## config.mk

```make
export PLATFORM = sky130hd
export DESIGN_NAME = branch_conf_est
export DESIGN_NICKNAME = d
export VERILOG_FILES = /design/src/rtl/bce_pkg.sv /design/src/rtl/bce_index.sv /design/src/rtl/bce_step.sv /design/src/rtl/bce_table.sv /design/src/rtl/branch_conf_est.sv
export SDC_FILE = /design/constraint.sdc
export NUM_CORES = 2
export LEC_CHECK = 0
export BUFFER_PORTS_ARGS = -buffer_cell sky130_fd_sc_hd__buf_2
export CAP_MARGIN = 0
export CORE_ASPECT_RATIO = 2
export CORE_MARGIN = 2
export CORE_UTILIZATION = 30
export CTS_BUF_LIST = sky130_fd_sc_hd__clkbuf_2 sky130_fd_sc_hd__clkbuf_4 sky130_fd_sc_hd__clkbuf_8
export DETAILED_ROUTE_END_ITERATION = 16
export PLACE_DENSITY_LB_ADDON = 0.2
export SETUP_SLACK_MARGIN = 0.1
export SYNTH_ARGS = -nofsm -noshare
export SYNTH_HDL_FRONTEND = slang
export SYNTH_HIERARCHICAL = 1
export SYNTH_SLANG_ARGS = --single-unit
```

## constraint.sdc

```tcl
create_clock -name clk -period 5.1 [get_ports clk]
set_input_delay 0.51 -clock clk [delete_from_list [all_inputs] [get_ports clk]]
set_output_delay 0.51 -clock clk [all_outputs]
set_load 0.01 [all_outputs]
```

## src/rtl/bce_pkg.sv

```systemverilog
package bce_pkg;

   typedef enum logic {
      IDX_PLAIN = 1'b0,
      IDX_FOLD  = 1'b1
   } idx_mode_e;

   function automatic int clamp_int(input int v, input int lo, input int hi);
      if (v > hi) return hi;
      if (v < lo) return lo;
      return v;
   endfunction

endpackage

```

## src/rtl/bce_index.sv

```systemverilog
module bce_index
   import bce_pkg::*;
#(
   parameter int        PC_W   = 32,
   parameter int        IDX_LO = 2,
   parameter int        IDX_W  = 8,
   parameter idx_mode_e MODE   = IDX_PLAIN
) (
   input  logic [PC_W-1:0]  pc,
   output logic [IDX_W-1:0] idx
);

   localparam int SPAN = (MODE == IDX_FOLD) ? 2 * IDX_W : IDX_W;

   generate
      if (IDX_LO + SPAN > PC_W) begin : g_bad_span
         $error("bce_index: index bits exceed address width");
      end
      if (MODE == IDX_FOLD) begin : g_fold
         assign idx = pc[IDX_LO +: IDX_W] ^ pc[IDX_LO + IDX_W +: IDX_W];
      end else begin : g_plain
         assign idx = pc[IDX_LO +: IDX_W];
      end
   endgenerate

endmodule

```

## src/rtl/bce_step.sv

```systemverilog
module bce_step
   import bce_pkg::*;
#(
   parameter int CNT_W = 6,
   parameter int INC   = 1,
   parameter int DEC   = 9
) (
   input  logic signed [CNT_W-1:0] cur,
   input  logic                    hit,
   output logic signed [CNT_W-1:0] nxt
);

   localparam int CMAX = (1 << (CNT_W - 1)) - 1;
   localparam int CMIN = -(1 << (CNT_W - 1));

   generate
      if (CNT_W < 2 || CNT_W > 16) begin : g_bad_width
         $error("bce_step: counter width out of range");
      end
      if (INC < 1 || DEC < 1) begin : g_bad_step
         $error("bce_step: step sizes must be positive");
      end
      if (DEC > CMAX - CMIN) begin : g_bad_dec
         $error("bce_step: penalty larger than counter range");
      end
   endgenerate

   always_comb begin
      int v;
      v = int'(cur);
      if (hit) v = v + INC;
      else     v = v - DEC;
      v   = clamp_int(v, CMIN, CMAX);
      nxt = CNT_W'(v);
   end

endmodule

```

## src/rtl/bce_table.sv

```systemverilog
module bce_table #(
   parameter int IDX_W = 8,
   parameter int CNT_W = 6,
   parameter int INC   = 1,
   parameter int DEC   = 9
) (
   input  logic                    clk,
   input  logic                    rst_n,
   input  logic [IDX_W-1:0]        rd_idx,
   output logic signed [CNT_W-1:0] rd_val,
   input  logic                    wr_en,
   input  logic [IDX_W-1:0]        wr_idx,
   input  logic                    wr_hit
);

   localparam int DEPTH = 1 << IDX_W;
   localparam int CMAX  = (1 << (CNT_W - 1)) - 1;
   localparam int CMIN  = -(1 << (CNT_W - 1));

   generate
      if (IDX_W < 1 || IDX_W > 12) begin : g_bad_depth
         $error("bce_table: index width out of range");
      end
   endgenerate

   logic signed [CNT_W-1:0] mem [DEPTH];
   logic signed [CNT_W-1:0] wr_cur;
   logic signed [CNT_W-1:0] wr_nxt;

   assign wr_cur = mem[wr_idx];
   assign rd_val = mem[rd_idx];

   bce_step #(
      .CNT_W (CNT_W),
      .INC   (INC),
      .DEC   (DEC)
   ) u_step (
      .cur (wr_cur),
      .hit (wr_hit),
      .nxt (wr_nxt)
   );

   always_ff @(posedge clk) begin
      if (!rst_n) begin
         for (int i = 0; i < DEPTH; i++) mem[i] <= '0;
      end else if (wr_en) begin
         mem[wr_idx] <= wr_nxt;
      end
   end

   // a right guess below the top raises the slot by exactly INC
   assert_inc_R2: assert property (@(posedge clk) disable iff (!rst_n)
      (wr_en && wr_hit && (int'(mem[wr_idx]) <= CMAX - INC))
      |=> (int'(mem[$past(wr_idx)]) == int'($past(mem[wr_idx])) + INC));

   // a wrong guess far from the bottom lowers the slot by exactly DEC
   assert_dec_R3: assert property (@(posedge clk) disable iff (!rst_n)
      (wr_en && !wr_hit && (int'(mem[wr_idx]) >= CMIN + DEC))
      |=> (int'(mem[$past(wr_idx)]) == int'($past(mem[wr_idx])) - DEC));

   // a wrong guess near the bottom clamps at the minimum
   assert_floor_R3: assert property (@(posedge clk) disable iff (!rst_n)
      (wr_en && !wr_hit && (int'(mem[wr_idx]) < CMIN + DEC))
      |=> (int'(mem[$past(wr_idx)]) == CMIN));

   // no update strobe leaves the addressed slot as it was
   assert_hold_R7: assert property (@(posedge clk) disable iff (!rst_n)
      !wr_en |=> (mem[$past(wr_idx)] == $past(mem[wr_idx])));

   // the first cycle out of reset reads zero everywhere it looks
   assert_init_R1: assert property (@(posedge clk)
      $rose(rst_n) |-> (rd_val == '0 && wr_cur == '0));

endmodule

```

## src/rtl/branch_conf_est.sv

```systemverilog
module branch_conf_est
   import bce_pkg::*;
#(
   parameter int        PC_W    = 32,
   parameter int        IDX_LO  = 2,
   parameter int        IDX_W   = 8,
   parameter int        CNT_W   = 6,
   parameter int        INC     = 1,
   parameter int        DEC     = 9,
   parameter idx_mode_e MODE    = IDX_PLAIN,
   parameter bit        OUT_REG = 1'b0
) (
   input  logic            clk,
   input  logic            rst_n,
   input  logic [PC_W-1:0] qry_pc,
   output logic            qry_conf,
   input  logic            upd_valid,
   input  logic [PC_W-1:0] upd_pc,
   input  logic            upd_hit
);

   logic [IDX_W-1:0]        q_idx;
   logic [IDX_W-1:0]        u_idx;
   logic signed [CNT_W-1:0] q_val;
   logic                    q_above;

   bce_index #(
      .PC_W (PC_W), .IDX_LO (IDX_LO), .IDX_W (IDX_W), .MODE (MODE)
   ) u_qidx (
      .pc  (qry_pc),
      .idx (q_idx)
   );

   bce_index #(
      .PC_W (PC_W), .IDX_LO (IDX_LO), .IDX_W (IDX_W), .MODE (MODE)
   ) u_uidx (
      .pc  (upd_pc),
      .idx (u_idx)
   );

   bce_table #(
      .IDX_W (IDX_W), .CNT_W (CNT_W), .INC (INC), .DEC (DEC)
   ) u_tab (
      .clk    (clk),
      .rst_n  (rst_n),
      .rd_idx (q_idx),
      .rd_val (q_val),
      .wr_en  (upd_valid),
      .wr_idx (u_idx),
      .wr_hit (upd_hit)
   );

   assign q_above = (q_val > 0);

   generate
      if (OUT_REG) begin : g_reg_out
         logic conf_q;
         always_ff @(posedge clk) begin
            if (!rst_n) conf_q <= 1'b0;
            else        conf_q <= q_above;
         end
         assign qry_conf = conf_q;
      end else begin : g_comb_out
         assign qry_conf = q_above;
         // a colliding update is not visible until the next cycle
         assert_preupd_R6: assert property (@(posedge clk) disable iff (!rst_n)
            (upd_valid && (u_idx == q_idx) && $stable(qry_pc) && !upd_hit && qry_conf
             && (q_val <= DEC))
            |=> (($stable(qry_pc)) ? !qry_conf : 1'b1));
      end
   endgenerate

endmodule

```

==> summary.md <==
| Metric | Value |
|---|---|
| Post-synth cell types | `61` |
| Crit path arrival time | `4.44 ns` |
| Fill cells | `27500` |
| Clock Sinks | `1536` |
| Latest clock arrival within the worst-skew pair | `just over 1 ns` |
| CP Capture Type | `output port` |
| Most frequent cells in the layout | `edfxtp_1 (1536), and3_1 (1511), mux4_2 (772)` |
| Synthesized instance count | `6104` |
| Post-route insts no fill | `10100` |
| Post-route ant nets | `0` |
| Tightest Pin Transition | `1.54 ns` |
| Nets@finish | `around 6200` |
| Power Dens Cells | `321 mW/mm²` |
| Final Slew Violations | `2` |
| Post-route DRC | `0` |
| Worst-path clk slew | `0.07 ns` |
| Layout cells sized above 1 | `29.9%` |
| Setup Crit Path Kind | `reg2out` |
| Clk_skew | `0.0741 ns` |
| Gr usage total | `23.8%` |
| Final Hold Slack | `0.301 ns` |
| IO buf count | `20` |
| Via count | `about 58000` |
| Max-cap violations | `1` |
| Clk root buf | `clkbuf_8` |
| GRT Residual Overflow | `0` |
| Biggest regs | `u_tab/mem (1536)` |
| Final HPWL DP | `248000 µm` |
| Initial Util | `30.2%` |
| Relative slew slack | `-3.68%` |
| Global placement routability congestion | `0.954` |
| Post-synth EDFFs | `1536` |
| Lkg Pwr | `slightly below 0.04 µW` |
| Outcome | `complete, but fails checks` |
| Core area | `0.282 mm²` |
| Maximum fanout along the worst path | `2` |
| Final Total Pwr | `31400 µW` |
| Placed cell area | `between 0.09 and 0.1 mm²` |
| Compound-gate portion of the synthesized area | `3.44%` |
| H-tree depth | `4` |
| Chip height | `between 700 and 800 µm` |
| Main flop type after synthesis | `edfxtp_1` |
| WL/cell | `around 35 µm` |
| CP Launch Type | `flop` |
| Syn Std Cell Area | `0.0852 mm²` |
| Die area | `approximately 0.29 mm²` |
| Synthesized net count | `approximately 6000` |
| Post-DR vias/cell | `5.71` |
| Maximum vdd drop | `~0.00024 V` |
| Yosys warns | `6` |
| Multiplexer area fraction after synthesis | `22.8%` |
| Yosys reg bits | `1536` |
| Vias in the first global route | `60300` |
| Floorplan row count | `276` |
| P&R area growth vs syn | `14.7%` |
| Die Wd | `~380 µm` |
| CTS tree | `done` |
| Simple-Gate Fraction of Synth Area | `between 15 and 20%` |
| CP Data Required Time | `between 4 and 5 ns` |
| Max reg flops | `1536` |
| First-pass GRT wire length | `484000 µm` |
| Number of I/O pins | `69` |
| Largest net degree at the start of global routing | `143` |
| Clk buf depth | `4` |
| Drt first pass iters | `5` |
| Post-placement cell count | `9687` |
| Area of the multi-input gates | `0.0357 mm²` |
| # hold bufs at CTS | `0` |
| WL final | `351000 µm` |
| Fmax | `202 MHz` |
| DR iter-0 viols | `5560` |
| Num CTS Buffers | `223` |
| Final number of setup-violating endpoints | `0` |
| Post-Synth Adder-Cell Area | `0.0823%` |
| Final hold vios | `0` |
| Seq/Total Area, Yosys | `between 50% and 60%` |
| Failing checks | `max-capacitance violations, max-slew violations` |
| Post-route cell area | `0.0977 mm²` |
| Most common cell after layout, fill and taps aside | `edfxtp_1` |
| Worst Hold Class | `in2reg` |
| Period utilisation layout | `97.0%` |
| Tmin final | `4.95 ns` |
| Initial antenna violation count | `17` |
| Synth Area per Inst | `14.0 µm²` |
| Post-Synth XOR/XNOR Area | `0.0308%` |
| RSZ-0062 raised after global routing | `yes` |
| Largest Register | `u_tab/mem` |
| Main combinational cell family by area after synthesis | `multiplexers` |
| FFs w/ async S/R, synth | `0%` |
| Register Area | `0.0461 mm²` |
logic make-up (layout without fill, tap and decap cells):
logic type,Yosys count,after routing
simple gates,2306,2306
fa+ha+maj,5,5
flops,1536,1536
xor+xnor,3,3
mux,976,976
buf+inv,862,1093
other cells,0,10
compound gates,416,416
per-stage QoR:
step / utilization, % / worst slack (ns) / TNS [ns]
global placement: 33.0 / -1.21 / -1651.91
CTS: 34.5 / 0.108 / 0
finish: 34.6 / 0.154 / 0
detailed placement: 33.0 / -1.18 / -1600.00
global route: 34.6 / 0.0635 / 0
floorplan: - / 0.347 / 0
routing by layer:
metal  GRT usage, %  wire length, µm  vias to the layer above
li1               -                -                    24300
met1           23.5           113000                    30400
met2           44.9           190000                     2104
met3           2.65            14900                      798
met4           18.9            33200                        4
met5              0               24                        -
path summary, 6_finish.rpt:
kind,startpoint,depth (start not counted),to,slack (ns)
max reg2reg,u_tab/mem[90][1],17,u_tab/mem[187][0],0.16
max,u_tab/mem[16][0],10,qry_conf,0.15
min reg2reg,u_tab/mem[102][0],9,u_tab/mem[4][0],1.86
min,rst_n,2,u_tab/mem[241][4],0.30
cell type report:
cell class	instances	area share (%)
diodes	10	0.0256
repair buffers	694	6.98
well taps	3753	4.81
multi-input cells	3706	36.6
clock buffers	286	3.64
inverters	6	0.0231
clock inverters	107	0.754
flip-flops and latches	1536	47.2
synth_stat cells, types with 13 or more instances:
master / n / area [µm²]
mux2i_1: 191 / 1910
a221oi_1: 15 / 131
o22ai_1: 23 / 144
buf_6: 28 / 315
buf_4: 52 / 390
nand2_1: 575 / 2160
o21ai_0: 29 / 145
clkbuf_1: 625 / 2350
a21oi_1: 86 / 430
a22oi_1: 138 / 1040
and2_1: 37 / 231
nor3_1: 24 / 120
buf_2: 108 / 541
nand2b_1: 18 / 113
edfxtp_1: 1536 / 46100
nor2_1: 58 / 218
mux4_2: 772 / 17400
nor2b_1: 26 / 163
and3_1: 1511 / 9450
buf_1: 43 / 161
nor4_1: 17 / 106
mux2_2: 13 / 146
a211oi_1: 29 / 218
o221ai_1: 28 / 245
where the power goes:
group	internal (µW)	total [µW]	switching, µW	leakage [µW]
sequential	14300	14500	218	0.0159
combinational	2310	6640	4340	0.0216
clock	5050	10200	5190	0.00227
what timing repair did:
action,CTS,global route
resized for setup,9,14
endpoints found under the setup margin,1335,984
setup buffers,0,7
pin swaps,2,11
gates cloned,0,1
critical path: stages (launching register included):
cell,delay (ns)
edfxtp_1,0.39
mux4_2,0.52
mux2i_1,0.26
o21ai_0,0.40
or4_1,0.70
o31ai_1,0.18
buf_4,0.23
o211ai_1,0.08
nor3_1,0.30
a21oi_2,0.19
buf_2,0.18
Power figures use the tool's default switching activity.
